File: src/rtl/dual_rate_pkg.sv
package dual_rate_pkg;
  // Layout of one lane's field pair inside the configuration word
  localparam int LANES       = 2;
  localparam int LANE_STRIDE = 16;
  localparam int DIV_OFS     = 0;
  localparam int SEL_OFS     = 8;
endpackage

File: src/rtl/pow2_prescaler.sv
module pow2_prescaler #(
  parameter int PRE_BITS = 10,
  localparam int NUM_TAPS = PRE_BITS + 1
) (
  input  logic                clk,
  input  logic                rst,
  output logic [NUM_TAPS-1:0] tap_o
);
  logic [PRE_BITS-1:0] chain_q;
  logic [NUM_TAPS-1:0] tap_d;

  always_ff @(posedge clk) begin
    if (rst) chain_q <= '0;
    else     chain_q <= chain_q + 1'b1;
  end

  // tap n fires when the low n bits of the chain are all ones
  assign tap_d[0] = 1'b1;
  for (genvar n = 1; n < NUM_TAPS; n++) begin : g_tap
    assign tap_d[n] = &chain_q[n-1:0];
  end

  always_ff @(posedge clk) begin
    if (rst) tap_o <= '0;
    else     tap_o <= tap_d;
  end

  // a slower tap can only fire together with every faster one
  for (genvar n = 1; n < NUM_TAPS; n++) begin : g_nest_chk
    a_r2_tap_nested: assert property (@(posedge clk) disable iff (rst)
      tap_o[n] |-> tap_o[n-1]);
  end
  a_r1_taps_quiet: assert property (@(posedge clk)
    rst |=> (tap_o == '0));
endmodule

File: src/rtl/lane_divider.sv
module lane_divider #(
  parameter int NUM_TAPS = 11,
  parameter int SEL_W    = 4,
  parameter int DIV_W    = 8
) (
  input  logic                clk,
  input  logic                rst,
  input  logic [NUM_TAPS-1:0] tap_i,
  input  logic [SEL_W-1:0]    sel_i,
  input  logic [DIV_W-1:0]    div_i,
  output logic                en_o
);
  logic [SEL_W-1:0] sel_q;
  logic [DIV_W-1:0] div_q;
  logic [DIV_W-1:0] cnt_q;
  logic             hit;
  logic             chg;
  logic             last;

  // reserved codes match no tap and leave hit low
  always_comb begin
    hit = 1'b0;
    for (int i = 0; i < NUM_TAPS; i++) begin
      if (sel_q == SEL_W'(i)) hit = tap_i[i];
    end
  end

  assign chg  = (sel_i != sel_q) || (div_i != div_q);
  assign last = (cnt_q == div_q - 1'b1);

  always_ff @(posedge clk) begin
    if (rst) begin
      sel_q <= '0;
      div_q <= '0;
      cnt_q <= '0;
      en_o  <= 1'b0;
    end else begin
      sel_q <= sel_i;
      div_q <= div_i;
      if (chg || div_q == '0) begin
        cnt_q <= '0;
        en_o  <= 1'b0;
      end else if (hit) begin
        cnt_q <= last ? '0 : cnt_q + 1'b1;
        en_o  <= last;
      end else begin
        en_o  <= 1'b0;
      end
    end
  end

  a_r4_off_silent: assert property (@(posedge clk) disable iff (rst)
    (div_i == '0 && div_q == '0) |=> !en_o);
  a_r8_restart: assert property (@(posedge clk) disable iff (rst)
    chg |=> (cnt_q == '0 && !en_o));
  a_r10_en_after_tap: assert property (@(posedge clk) disable iff (rst)
    en_o |-> $past(hit));
  a_r6_cnt_bound: assert property (@(posedge clk) disable iff (rst)
    (div_q != '0) |-> (cnt_q < div_q));
endmodule

File: src/rtl/dual_rate_strobe_gen.sv
module dual_rate_strobe_gen
  import dual_rate_pkg::*;
#(
  parameter int PRE_BITS = 10,
  parameter int SEL_W    = 4,
  parameter int DIV_W    = 8,
  parameter int CFG_W    = 32,
  localparam int NUM_TAPS = PRE_BITS + 1
) (
  input  logic                clk,
  input  logic                rst,
  input  logic [CFG_W-1:0]    cfg_i,
  output logic [NUM_TAPS-1:0] tap_stb_o,
  output logic                en_a_o,
  output logic                en_b_o
);
  logic [LANES-1:0] lane_en;

  pow2_prescaler #(.PRE_BITS(PRE_BITS)) u_chain (
    .clk   (clk),
    .rst   (rst),
    .tap_o (tap_stb_o)
  );

  for (genvar l = 0; l < LANES; l++) begin : g_lane
    localparam int BASE = l * LANE_STRIDE;
    lane_divider #(
      .NUM_TAPS (NUM_TAPS),
      .SEL_W    (SEL_W),
      .DIV_W    (DIV_W)
    ) u_div (
      .clk   (clk),
      .rst   (rst),
      .tap_i (tap_stb_o),
      .sel_i (cfg_i[BASE+SEL_OFS +: SEL_W]),
      .div_i (cfg_i[BASE+DIV_OFS +: DIV_W]),
      .en_o  (lane_en[l])
    );
  end

  assign en_a_o = lane_en[0];
  assign en_b_o = lane_en[1];

  a_r1_lanes_quiet: assert property (@(posedge clk)
    rst |=> (lane_en == '0));
endmodule

File: config.mk
export PLATFORM = sky130hd
export DESIGN_NAME = dual_rate_strobe_gen
export DESIGN_NICKNAME = d
export VERILOG_FILES = /design/src/rtl/dual_rate_pkg.sv /design/src/rtl/pow2_prescaler.sv /design/src/rtl/lane_divider.sv /design/src/rtl/dual_rate_strobe_gen.sv
export SDC_FILE = /design/constraint.sdc
export NUM_CORES = 1
export LEC_CHECK = 0
export BUFFER_PORTS_ARGS = -buffer_cell sky130_fd_sc_hd__buf_2
export CORE_MARGIN = 1
export CORE_UTILIZATION = 50
export CTS_BUF_LIST = sky130_fd_sc_hd__clkbuf_2 sky130_fd_sc_hd__clkbuf_4 sky130_fd_sc_hd__clkbuf_8
export CTS_CLUSTER_SIZE = 40
export DETAILED_ROUTE_END_ITERATION = 12
export GPL_TIMING_DRIVEN = 1
export HOLD_SLACK_MARGIN = 0.12
export PLACE_DENSITY_LB_ADDON = 0.1
export SYNTH_ARGS = -nofsm -noshare
export SYNTH_HDL_FRONTEND = slang
export SYNTH_SLANG_ARGS = --single-unit
export TNS_END_PERCENT = 30
File: constraint.sdc
create_clock -name clk -period 2.9 [get_ports clk]
set_input_delay 0.87 -clock clk [delete_from_list [all_inputs] [get_ports clk]]
set_output_delay 0.87 -clock clk [all_outputs]
set_load 0.005 [all_outputs]
### After elaboration in Yosys (flattened, before gate mapping)

Cells that the tools add are included.

* add/sub/neg operators: 5
* eq/ne operators: 26
* mux-type cells: 25
* bitwise operators: 2
* reductions and logical operators: 21

Operators by type and width (number)
* == test 4 x 3 -> 1 bit, second input constant: 8
* == test 4 bit, second input constant: 6
* 2-to-1 mux 1 bit: 23
* adder 8 x 1 -> 8 bit, second input constant: 2
* == test 4 x 2 -> 1 bit, second input constant: 4
* == test 8 bit: 2
* logical NOT 8 bit: 2
* 2-to-1 mux 8 bit: 2
* != test 8 bit: 2
* subtractor 8 x 1 -> 8 bit, second input constant: 2
* adder 10 x 1 -> 10 bit, second input constant: 1
* AND reduction 10 bit: 1
* AND reduction 9 bit: 1
* == test 4 x 1 -> 1 bit, second input constant: 2
* logical NOT 4 bit: 2
* != test 4 bit: 2
* AND reduction 8 bit: 1
* AND reduction 7 bit: 1
* AND reduction 6 bit: 1
* OR reduction 3 bit: 2
* AND reduction 5 bit: 1
* logical OR 1 bit: 4
* AND reduction 4 bit: 1
* OR reduction 2 bit: 2
* 3 further kinds: 4

* register bits after elaboration: 63
* output and inout port bits: 13
* word-level logic and storage cells: 90

### Longest topological paths before layout

* word-level depth: 14
* mapped depth: 10
* depth with buffers taken out: 8

### Hierarchy

A second synthesis with hierarchy kept.

* cell total of the unflattened synthesis: 350
* area total of the unflattened synthesis: 3453.3 µm²

Modules (own cells, without submodules)
* lane_divider: instances 2, cells each 142, area an instance 1371.3 µm², seq. area each 420.4 µm²
* pow2_prescaler: instances 1, cells each 66, area an instance 710.7 µm², seq. area each 420.4 µm²

### Least setup slack after synthesis

No wires, ideal clock.

* kind: reg2reg
* from: reg g_lane[0].u_div.div_q[1]
* to: reg g_lane[0].u_div.cnt_q[4]
* setup time: 122 ps
* arrival time: 1899 ps
* required time: 2778 ps
* slack: 880 ps
* stages on the path, launching flop included: 11
* buffers on the path: 2
* cell sequence: dfxtp_1 > clkbuf_1 > inv_1 > ha_1 > clkbuf_1 > xor2_1 > o21ai_0 > a21oi_1 > nor4b_2 > a31o_4 > a21oi_1

* word-level cells in the longest chain between the ends: 4
* elaborated cells on any way between the ends: 8
* classes of those cells: add/sub: 1; eq/ne: 2; mux: 1; reduce/logical: 4

RTL lines
* start, declared: RTL line lane_divider.sv:14 `logic [DIV_W-1:0] div_q;`
* start signal, assigned: RTL line lane_divider.sv:39 `div_q <= div_i;`
* branches (longest 4 deep; another with subtractor 8 x 1 -> 8 bit)
* end signal, assigned: RTL line lane_divider.sv:44 `cnt_q <= last ? '0 : cnt_q + 1'b1;`
* end, declared: RTL line lane_divider.sv:15 `logic [DIV_W-1:0] cnt_q;`

Parallel ways; which one is timed is not known.
A chain may end at the register's enable or synchronous reset.

### Final worst setup path

* from: reg g_lane[0].u_div.div_q[0]
* to: reg g_lane[0].u_div.cnt_q[2]

The elaborated chain is that of the path after synthesis.

==> run summary <==
CP arrival - 2410 ps
Final slew viol count - 0
CP delay by family, top - compound AO/OA/AOI/OAI gates
DRC - 0
Leak pwr - 1.45 nW
Number of diodes - 0
Max Fanout on Critical Path - 10
Area growth from synthesis to layout - 14.3%
Die W - 82.3 microns
Yosys cell types - 52
Kind of critical path - reg2reg
Tot Pwr - 2.05 mW
Bufs and invs on worst path - 1
Endpoints failing setup - 0
Gate Count Post-Synth - 349
Post-CTS sizing - 0
Share of layout cells above drive strength 1 - 18.3%
Post-Syn Area - 0.00323 sq mm
H-Tree Depth - 3
Post-synthesis sequential area ratio - 39.1%
Yosys top cell area share - 39.1%
Total CTS buffers - 9
Most common cell after layout, fill and taps aside - dfxtp_1
Placeable Area - 0.00606 sq mm
WL per Instance - 13.2 microns
F_max - 458 MHz
Die Height - 82.3 microns
Max transition margin - 67.4%
Pwr/cell area - 557 mW/mm^2
Reg clk slew, reported paths - 70 ps
Initial DRC count - 91
Unrepaired setup endpoints after global routing - no
First-pass GRT wire length - 10300 microns
Number of global-route vias before repair - 2342
CTS tree - built
Starting Density - 53.2%
Die ar. - 0.00678 sq mm
Worst path max stage delay - 520 ps
Row Count - 28
Vias - 2469
Routability Congestion - 0.849
IO buf count - 38
Crit path cell chain - inv_1 -> ha_1 -> or2_2 -> a211oi_1 -> o21ai_0 -> nand2_1 -> a31o_4 -> nor2_1
Synthesized Nets - 391
#FFs+latches synth - 63
Fin crit period - 2180 ps
Most frequent cells in the layout - dfxtp_1 (63), buf_2 (38), nor2_1 (37)
IO Count - 47
Post-Synthesis Mean Instance Area - 9.25 sq um
Largest net degree at the start of global routing - 25
Max IR drop VDD - 0.401 mV
Fin nets - 426
Setup crit start kind - flip-flop
Synth Flop Type - dfxtp_1
Fin. Hold Viols - 0
EDFF count, synth - 0
Max Cap Viol - 0
Worst hold path class - reg2reg
Post-Route WL - 6130 microns
Yosys top cell by area - dfxtp_1
Worst skew pair latency - 330 ps
Slowest stage cell on the critical path - dfxtp_1
Asr flop ratio synth - 0%
CP endpoint kind - flip-flop
Total gr overflow - 0
Outcome - finished, final reports clean
Setup Fix Bufs, Post-CTS - 0
Clock buffer depth - 2
R2R setup slack - 720 ps
Yosys warns - 0
Skew final - 6.53 ps
Via density - 5.32
Main area contributors after synthesis - dfxtp_1 (39%), xnor2_1 (7.6%), xor2_1 (7.1%), nor2b_1 (7.0%), nor2_1 (4.3%)
Clock Tree Root - clkbuf_8
Hold-fix buffers, CTS - 0
DP Wirelength - 4540 microns
Final period utilization - 75.3%
Initial antenna violation count - 0
DRT antenna net count - 0
Initial DRT Pass Iterations - 4
Worst EP required - 3130 ps
Clock sinks - 63
Slew @ Worst Pin - 485 ps
TNS Setup - 0 ps
Tot GR Track Use - 20.2%
==> path summary, 6_finish.rpt <==
kind | depth (start not counted) | end | startpoint
worst min-delay path | 1 | u_chain.chain_q[0] | u_chain.chain_q[0]
worst max register to register | 8 | g_lane[0].u_div.cnt_q[2] | g_lane[0].u_div.div_q[0]
worst min register to register | 1 | u_chain.chain_q[0] | u_chain.chain_q[0]
worst max-delay path | 8 | g_lane[0].u_div.cnt_q[2] | g_lane[0].u_div.div_q[0]
==> cells by family after synthesis <==
| logic type | after synthesis | share of synthesized area, % |
|---|---|---|
| compound gates | 40 | 10.0 |
| mux | 10 | 3.88 |
| flops | 63 | 39.1 |
| fa+ha+maj | 8 | 3.10 |
| xor+xnor | 54 | 14.7 |
| simple gates | 150 | 25.9 |
| buf+inv | 24 | 3.33 |
==> synth_stat cells, types with 9 or more instances <==
cell type / number
nor2_1: 37
xnor2_1: 28
xor2_1: 26
nor2b_1: 36
nand3_1: 10
dfxtp_1: 63
inv_1: 9
clkbuf_1: 9
nand2_1: 13
a21oi_1: 12
==> where the power goes <==
group	internal [mW]	switching [mW]	total, mW
clock	0.591	0.349	0.940
sequential	0.888	0.0359	0.924
combinational	0.0985	0.0905	0.189
==> per-layer routing <==
metal	vias to the layer above	GRT usage (%)	part of all wire [%]
met5	-	0	0
met4	0	9.65	1.4
met3	10	4.84	4.1
met2	51	32.4	46
met1	1139	25.4	49
li1	1269	-	-
==> cell type report <==
type | count | area (sq um)
clock buffer | 10 | 138
clock inverter | 6 | 108
fill | 546 | 2370
inverter | 9 | 33.8
multi-input combinational | 262 | 1860
sequential | 63 | 1260
tap | 75 | 93.8
timing repair buffer | 39 | 198
==> through the flow <==
step	setup slack (ps)	instances	instance area [sq um]	utilization, %	hold slack [ps]
after floorplan	880	349	3230	-	421
after global placement	612	448	3440	56.8	439
after detailed placement	622	448	3440	56.8	446
after CTS	744	464	3690	60.9	469
after global routing	513	464	3690	60.9	497
final	716	464	3690	60.9	465
==> sequential cells by signal (all words and copies together), names as in the netlist <==
register and count:
g_lane.u_div.en_o 2, u_chain.tap_o 11, g_lane.u_div.sel_q 8, g_lane.u_div.cnt_q 16, u_chain.chain_q 10, g_lane.u_div.div_q 16
Note: power is estimated with default switching activity, not from simulation.
